<file path="config.mk">
export PLATFORM = sky130hd
export DESIGN_NAME = pbfmt_dreq_ctrl
export DESIGN_NICKNAME = d
export VERILOG_FILES = /design/src/rtl/pbfmt_pkg.sv /design/src/rtl/pbfmt_rate_check.sv /design/src/rtl/pbfmt_field_decode.sv /design/src/rtl/pbfmt_dma_next.sv /design/src/rtl/pbfmt_dreq_ctrl.sv
export SDC_FILE = /design/constraint.sdc
export NUM_CORES = 1
export LEC_CHECK = 0
export CAP_MARGIN = 20
export CORE_MARGIN = 2
export CORE_UTILIZATION = 45
export DETAILED_ROUTE_END_ITERATION = 10
export DONT_BUFFER_PORTS = 1
export GPL_ROUTABILITY_DRIVEN = 0
export GPL_TIMING_DRIVEN = 0
export MAX_ROUTING_LAYER = met4
export PLACE_DENSITY_LB_ADDON = 0.1
export SLEW_MARGIN = 20
export SYNTH_ARGS = -nofsm -noshare
export SYNTH_HDL_FRONTEND = slang
export SYNTH_SLANG_ARGS = --single-unit
export TNS_END_PERCENT = 20
</file>
<file path="constraint.sdc">
create_clock -name clk -period 0.98 [get_ports clk]
set_input_delay 0.147 -clock clk [delete_from_list [all_inputs] [get_ports clk]]
set_output_delay 0.147 -clock clk [all_outputs]
set_load 0.03 [all_outputs]
</file>
<file path="src/rtl/pbfmt_pkg.sv">
package pbfmt_pkg;

    localparam int FMT_W  = 8;
    localparam int RATE_W = 4;
    localparam int CODE_W = 3;

    typedef enum logic [1:0] {
        ENC_U8      = 2'd0,
        ENC_S16     = 2'd1,
        ENC_S16_EXP = 2'd2
    } enc_e;

    typedef enum logic [1:0] {
        EXP_NONE  = 2'd0,
        EXP_MULAW = 2'd1,
        EXP_ALAW  = 2'd2
    } exp_e;

    typedef struct packed {
        logic [RATE_W-1:0] rate;
        logic              stereo;
        enc_e              enc;
        exp_e              expand;
        logic              big_end;
        logic [1:0]        shift;
    } fmt_t;

    typedef struct packed {
        fmt_t fmt;
        logic err;
        logic hold;
        logic clr;
    } state_t;

endpackage

</file>
<file path="src/rtl/pbfmt_rate_check.sv">
module pbfmt_rate_check
    import pbfmt_pkg::*;
#(
    parameter logic [(1<<RATE_W)-1:0] VALID_MASK = 16'hFAFF
) (
    input  logic [RATE_W-1:0] rate,
    output logic              rate_ok
);
    localparam int N_RATES = 1 << RATE_W;

    logic [N_RATES-1:0] hit;

    for (genvar i = 0; i < N_RATES; i++) begin : g_rate
        assign hit[i] = (rate == RATE_W'(i)) && VALID_MASK[i];
    end

    assign rate_ok = |hit;
endmodule

</file>
<file path="src/rtl/pbfmt_field_decode.sv">
module pbfmt_field_decode
    import pbfmt_pkg::*;
#(
    parameter logic [(1<<RATE_W)-1:0] VALID_MASK = 16'hFAFF
) (
    input  logic [FMT_W-1:0] value,
    input  logic             mode_ext,
    output fmt_t             dec,
    output logic             bad
);
    logic [CODE_W-1:0] code;
    logic              rate_ok;
    logic              code_bad;

    pbfmt_rate_check #(.VALID_MASK(VALID_MASK)) u_rate (
        .rate    (value[RATE_W-1:0]),
        .rate_ok (rate_ok)
    );

    always_comb begin
        code = mode_ext ? value[7:5] : {1'b0, value[6:5]};

        dec.rate    = value[RATE_W-1:0];
        dec.stereo  = value[4];
        dec.enc     = ENC_U8;
        dec.expand  = EXP_NONE;
        dec.big_end = 1'b0;
        dec.shift   = {1'b0, value[4]};
        code_bad    = 1'b0;

        case (code)
            3'd0: dec.enc = ENC_U8;
            3'd1: begin
                dec.enc    = ENC_S16_EXP;
                dec.expand = EXP_MULAW;
            end
            3'd3: begin
                dec.enc    = ENC_S16_EXP;
                dec.expand = EXP_ALAW;
            end
            3'd2, 3'd6: begin
                dec.enc     = ENC_S16;
                dec.big_end = code[2];
                dec.shift   = value[4] ? 2'd2 : 2'd1;
            end
            default: code_bad = 1'b1;
        endcase

        bad = code_bad || !rate_ok;
    end
endmodule

</file>
<file path="src/rtl/pbfmt_dma_next.sv">
module pbfmt_dma_next (
    input  logic fmt_valid,
    input  logic fmt_bad,
    input  logic play_en,
    input  logic err_q,
    input  logic hold_q,
    output logic err_d,
    output logic hold_d,
    output logic clr_d
);
    always_comb begin
        if (fmt_valid) begin
            err_d  = fmt_bad;
            hold_d = play_en && !fmt_bad;
        end else begin
            err_d  = err_q;
            hold_d = play_en && (hold_q || !err_q);
        end
        clr_d = hold_d && !hold_q;
    end
endmodule

</file>
<file path="src/rtl/pbfmt_dreq_ctrl.sv">
module pbfmt_dreq_ctrl
    import pbfmt_pkg::*;
#(
    parameter logic [15:0] RATE_VALID_MASK = 16'hFAFF
) (
    input  logic       clk,
    input  logic       rst_n,
    input  logic       fmt_valid,
    input  logic [7:0] fmt_value,
    input  logic       mode_ext,
    input  logic       play_en,
    output logic [3:0] rate_sel,
    output logic       stereo,
    output logic [1:0] sample_enc,
    output logic [1:0] expand_sel,
    output logic       big_endian,
    output logic [1:0] frame_shift,
    output logic       fmt_err,
    output logic       dma_hold,
    output logic       xfer_clr
);
    localparam state_t RESET_STATE = '0;

    state_t st_d, st_q;
    fmt_t   dec;
    logic   bad;
    logic   err_d, hold_d, clr_d;

    pbfmt_field_decode #(.VALID_MASK(RATE_VALID_MASK)) u_dec (
        .value    (fmt_value),
        .mode_ext (mode_ext),
        .dec      (dec),
        .bad      (bad)
    );

    pbfmt_dma_next u_dma (
        .fmt_valid (fmt_valid),
        .fmt_bad   (bad),
        .play_en   (play_en),
        .err_q     (st_q.err),
        .hold_q    (st_q.hold),
        .err_d     (err_d),
        .hold_d    (hold_d),
        .clr_d     (clr_d)
    );

    always_comb begin
        st_d      = st_q;
        st_d.err  = err_d;
        st_d.hold = hold_d;
        st_d.clr  = clr_d;
        if (fmt_valid && !bad) begin
            st_d.fmt = dec;
        end
    end

    always_ff @(posedge clk or negedge rst_n) begin
        if (!rst_n) begin
            st_q <= RESET_STATE;
        end else begin
            st_q <= st_d;
        end
    end

    assign rate_sel    = st_q.fmt.rate;
    assign stereo      = st_q.fmt.stereo;
    assign sample_enc  = st_q.fmt.enc;
    assign expand_sel  = st_q.fmt.expand;
    assign big_endian  = st_q.fmt.big_end;
    assign frame_shift = st_q.fmt.shift;
    assign fmt_err     = st_q.err;
    assign dma_hold    = st_q.hold;
    assign xfer_clr    = st_q.clr;
endmodule

</file>
==> out/qor.txt, run 1 <==
setup TNS: -12.86 ps
H-Tree Depth: 1
met2 Use GR: 30.00%
Avg WL per Cell: 16.02 microns
slew margin rel.: 56.09%
die area: 0.001846 sq mm
Final Hold Vio Count: 0
count leader, synth: dfrtp_1
total power: 1.466 mW
largest net degree at the start of global routing: 16
delay-heaviest family, CP: flip-flops
register area: 387.9 sq um
critical path class: reg -> reg
WP buf/inv: 0
IO Count: 28
Die X: 42.97 microns
CP peak stage delay: 490 ps
Achievable Freq: 1007 MHz
fin crit share: 101.3%
Final Net Count: 81
Top Usage Layer GRT: met2
Residual DRC: 0
Sink Count: 15
Commonest cells post-synth: dfrtp_1, inv_1, mux2_4, nor2_1, o21a_1
gr usage total: 16.67%
vias in the first global route: 502
syn nets: 69
Initial Util: 46.43%
Gate Count Post-Synth: 55
P&R area growth vs syn: 19.05%
Slew @ Worst Pin: 656.5 ps
synth top area cells: dfrtp_1, mux2_4, o21a_1
Port Buffer Count: 0
Required @ worst endpoint: 1140 ps
M3 GR Usage: 5.532%
synthesized area per cell: 12.42 sq um
status: finished with violations
CTS tree: built
failing checks: setup timing
critical path arrival: 1150 ps
RSZ-0062 raised after global routing: yes
Setup Skew: 0.03636 ps
antenna viol nets, final: 0
max-slew violation count: 0
nature of the critical path endpoint: flip-flop
CP startpoint kind: flip-flop
critical-path cell list: nand2_1, nor2_1, a221o_1
worst skew pair latency: 270 ps
via/cell ratio: 5.744
slowest CP cell: dfrtp_2
initial antenna violation count: 0
Cell Rows: 14
Warnings, synthesis: 0
Post-Syn Area: 683.2 sq um
DRT iter0 DRCs: 2
Cell Pwr Density: 1803 mW/mm^2
Yosys top cell area share: 54.95%
Fill cells: 137
number of distinct library cells after synthesis: 27
register area share after synthesis: 54.95%
final setup vio count: 1
CTS Buf Count: 3
area of the multi-input gates: 271.5 sq um
routing usage on met1: 16.03%
Tmin final: 992.9 ps
Pre-antenna DRT Iters: 3
total gr overflow: 0
total core area: 0.001471 sq mm
area leader, netlist: dfrtp_1
Main synth FF type: dfrtp_1
worst vdd ir: 0.7933 mV
# diodes: 0
EDFF count, synth: 0
number of synthesized register bits: 15
first-pass GRT wire length: 2208 microns
dpl hpwl: 977.4 microns
leakage power: 0.3606 nW
vias post-DR: 471
clock root cell: clkbuf_4
setup ws final: -12.86 ps
Async SR Flop Fraction: 100.0%
worst-path fanout max: 3
share of layout cells above drive strength 1: 37.88%
die outline height: 42.97 microns
Hold Path Class: in -> reg
Worst-path clk slew: 80 ps
total of max-cap violations: 0
clock buffer depth: 2
WL final: 1314 microns
Core Util, Final: 55.27%
## layout make-up
| cell class | instances | area share (%) |
|---|---|---|
| multi-input cells | 32 | 33.38 |
| clock buffers | 4 | 3.231 |
| inverters | 5 | 2.308 |
| flip-flops and latches | 15 | 47.69 |
| repair buffers | 7 | 8.308 |
| plain buffers | 3 | 2.615 |
| well taps | 16 | 2.462 |
## metal layers
layer  share of wire (%)  up-vias
li1                    -      221
met1                  38      228
met2                  55       22
met3                 7.7        0
met4                   0        0
met5                   0        -
## metrics by stage
| step | cell area (sq um) | hold WS (ps) | setup WS [ps] | instances |
|---|---|---|---|---|
| after CTS | 783.3 | 3.941 | -14.62 | 80 |
| final | 813.3 | 12.31 | -12.86 | 82 |
| after global routing | 813.3 | 1.521 | -36.83 | 82 |
| after detailed placement | 703.2 | -148.3 | -397.2 | 71 |
| after global placement | 703.2 | -148.3 | -345.6 | 71 |
| after floorplan | 683.2 | -148.6 | -294.6 | 55 |
## what timing repair did
action / CTS / global route
endpoints found under the setup margin: 5 / 12
pin swaps: 1 / 1
hold endpoints to repair: 19 / 2
gates cloned: 0 / 0
hold buffers: 4 / 2
gates resized for setup: 4 / 9
setup buffers: 1 / 0
## cells by family after synthesis
| kind of cell | Yosys count | synth area share (%) |
|---|---|---|
| compound gates | 17 | 21.06 |
| fa+ha+maj | 1 | 1.831 |
| buf+inv | 8 | 5.677 |
| flops | 15 | 54.95 |
| mux | 4 | 8.241 |
| simple gates | 10 | 8.241 |
## sequential cells by signal (all words and copies together), names as in the netlist
| name | count |
|---|---|
| frame_shift | 2 |
| stereo | 1 |
| fmt_err | 1 |
| rate_sel | 4 |
| dma_hold | 1 |
| sample_enc | 2 |
| xfer_clr | 1 |
| expand_sel | 2 |
| big_endian | 1 |
## layout by cell type (no fill, tap or decap), types with 2 or more instances in the layout
cell type and count:
dfrtp_1 5, mux2_4 3, o211ai_1 2, dfrtp_2 10, a21oi_1 2, clkbuf_4 3
inv_1 5, dlygate4sd3_1 6, nor2b_1 2, nor2_1 3, o21a_1 3, nand2_1 2
## final timing paths
kind                       cells after the start       endpoint  slack, ps          start
setup reg to reg                               3  expand_sel[0]        -10  expand_sel[0]
hold reg to reg                                1    rate_sel[0]        670    rate_sel[0]
min in group asynchronous                      1    rate_sel[2]        330          rst_n
hold / removal                                 1  sample_enc[1]         10   fmt_value[5]
max in group asynchronous                      1        fmt_err        180          rst_n
setup / recovery                               3  expand_sel[0]        -10  expand_sel[0]
## power breakdown
group	switching, mW	internal, mW	leakage, nW
clock	0.186	0.158	0.0150
sequential	0.214	0.705	0.174
combinational	0.0856	0.118	0.172
total	0.485	0.981	0.361
## worst register-to-register path: cells and delay by family, from the launching register on
| kind | cells | cell delay [ps] |
|---|---|---|
| flops | 1 | 490 |
| simple gates | 2 | 120 |
| compound gates | 1 | 270 |
No activity file was read; power rests on OpenSTA's default activity.
==> inputs of run 2 (changes only) <==
--- a/config.mk
+++ b/config.mk
@@ -7,7 +7,7 @@
 export LEC_CHECK = 0
 export CAP_MARGIN = 20
 export CORE_MARGIN = 2
-export CORE_UTILIZATION = 45
+export CORE_UTILIZATION = 35
 export DETAILED_ROUTE_END_ITERATION = 10
 export DONT_BUFFER_PORTS = 1
 export GPL_ROUTABILITY_DRIVEN = 0
==> out/qor.txt, run 2 (synthesis results as in run 1) <==
Setup Skew: 0.3107 ps
dpl hpwl: 936.6 microns
commonest non-fill, non-tap cell in the layout: dfrtp_1
max reg flops: 4
via/cell ratio: 5.077
Clk pwr share: 23.5%
delay-heaviest family, CP: flip-flops
CTS tree: built
Sink Count: 15
# diodes: 0
first-pass GRT wire length: 1959 microns
total of max-cap violations: 0
Required @ worst endpoint: 1140 ps
clock buffer depth: 2
worst reg2reg path depth: 3
fin crit share: 101.2%
P&R area growth vs syn: 20.33%
die area: 0.002321 sq mm
IO Count: 28
area of the multi-input gates: 271.5 sq um
slowest CP cell: dfrtp_2
Port Buffer Count: 0
final setup vio count: 1
Hold Slack: -33.04 ps
vias in the first global route: 446
CP startpoint kind: flip-flop
max-slew violation count: 0
share of layout cells above drive strength 1: 31.82%
critical path arrival: 1150 ps
worst-path fanout max: 3
CP peak stage delay: 490 ps
commonest cells after routing, fill and taps aside: dfrtp_1, dfrtp_2, dlygate4sd3_1
total power: 1.457 mW
die outline height: 48.18 microns
RSZ-0062 raised after global routing: yes
H-Tree Depth: 1
gr usage total: 13.15%
clock root cell: clkbuf_4
total gr overflow: 0
slew margin rel.: 54.99%
register area: 384.1 sq um
total core area: 0.001783 sq mm
WP buf/inv: 0
Worst-path clk slew: 80 ps
sw power: 480.7 uW
leakage power: 0.3705 nW
nature of the critical path endpoint: flip-flop
vias post-DR: 462
Cell Pwr Density: 1773 mW/mm^2
Residual DRC: 0
WL final: 1346 microns
Final Net Count: 81
Setup WS pre-CTS: -389.7 ps
Initial Util: 38.32%
Tmin final: 991.3 ps
Internal: 976.4 uW
critical path class: reg -> reg
switching share of power: 32.99%
Slew @ Worst Pin: 675.2 ps
Final Hold Vio Count: 15
Hold Path Class: in -> async
Fill cells: 165
Avg WL per Cell: 14.79 microns
Comb pwr share: 14.0%
critical-path cell list: nand2_1, nor2_1, a221o_1
RR Endpoint: expand_sel[0]
failing checks: hold timing, setup timing
Pre-antenna DRT Iters: 3
setup slack, reg-to-reg: -10 ps
Cell Rows: 15
worst skew pair latency: 270 ps
worst vdd ir: 0.7304 mV
initial antenna violation count: 0
Achievable Freq: 1009 MHz
setup ws final: -11.32 ps
status: finished with violations
largest net degree at the start of global routing: 16
sequential power share: 62.4%
DRT iter0 DRCs: 1
antenna viol nets, final: 0
Die X: 48.18 microns
FF-to-FF Start: expand_sel[0]
CTS Buf Count: 3
run 2: cell types whose count changed in the layout (fill, tap and decap cells not counted):
cell | previous run | this run
dlymetal6s4s_1 | 0 | 1
dfrtp_2 | 10 | 7
buf_6 | 1 | 0
dfrtp_1 | 5 | 8
run 2: how the worst max path moves through the flow:
stage,depth (start not counted),slack (ps),endpoint,from
2_1_floorplan,4,-290,rate_sel[1],fmt_value[0]
3_3_place_gp,4,-380,rate_sel[1],fmt_value[0]
3_5_place_dp,4,-390,rate_sel[1],fmt_value[0]
4_1_cts,3,-10,expand_sel[0],expand_sel[0]
5_1_grt,3,-50,expand_sel[0],expand_sel[0]
6_report,3,-10,expand_sel[0],expand_sel[0]
run 2: cell type report:
| type | count | share of cell area [%] |
|---|---|---|
| timing repair buffer | 8 | 9.741 |
| clock buffer | 4 | 3.196 |
| multi-input combinational | 32 | 33.03 |
| sequential | 15 | 46.73 |
| buffer | 2 | 1.218 |
| tap | 25 | 3.805 |
| inverter | 5 | 2.283 |
run 2: metrics by stage:
| step | setup TNS (ps) | instance area [sq um] | cells | utilization [%] |
|---|---|---|---|---|
| 2_1_floorplan | -2117 | 683.2 | 55 | - |
| 3_3_place_gp | -2905 | 714.4 | 80 | 40.07 |
| 3_5_place_dp | -2891 | 714.4 | 80 | 40.07 |
| 4_1_cts | -14.93 | 809.5 | 91 | 45.40 |
| 5_1_grt | -51.93 | 822.0 | 91 | 46.11 |
| 6_report | -11.32 | 822.0 | 91 | 46.11 |
run 2: layer usage:
layer	routed length [microns]	vias up	track usage (%)
li1	-	224	-
met1	629	220	17.47
met2	611	16	17.11
met3	90	2	4.074
met4	14	0	8.108
met5	0	-	-
run 2: what timing repair did:
action	in CTS	in global routing
buffers inserted	1	0
hold buffers	6	1
endpoints found under the setup margin	3	16
pin swaps	1	0
endpoints found under the hold margin	21	1
gates resized for setup	1	10
run 2: power groups by stage:
stage               clock network (mW)  registers [mW]  logic (mW)
CTS                              0.365           0.907       0.204
floorplan                            0           0.903       0.145
global placement                     0           0.917       0.165
detailed placement                   0           0.919       0.164
global route                     0.382           0.922       0.227
finish                           0.343           0.910       0.204
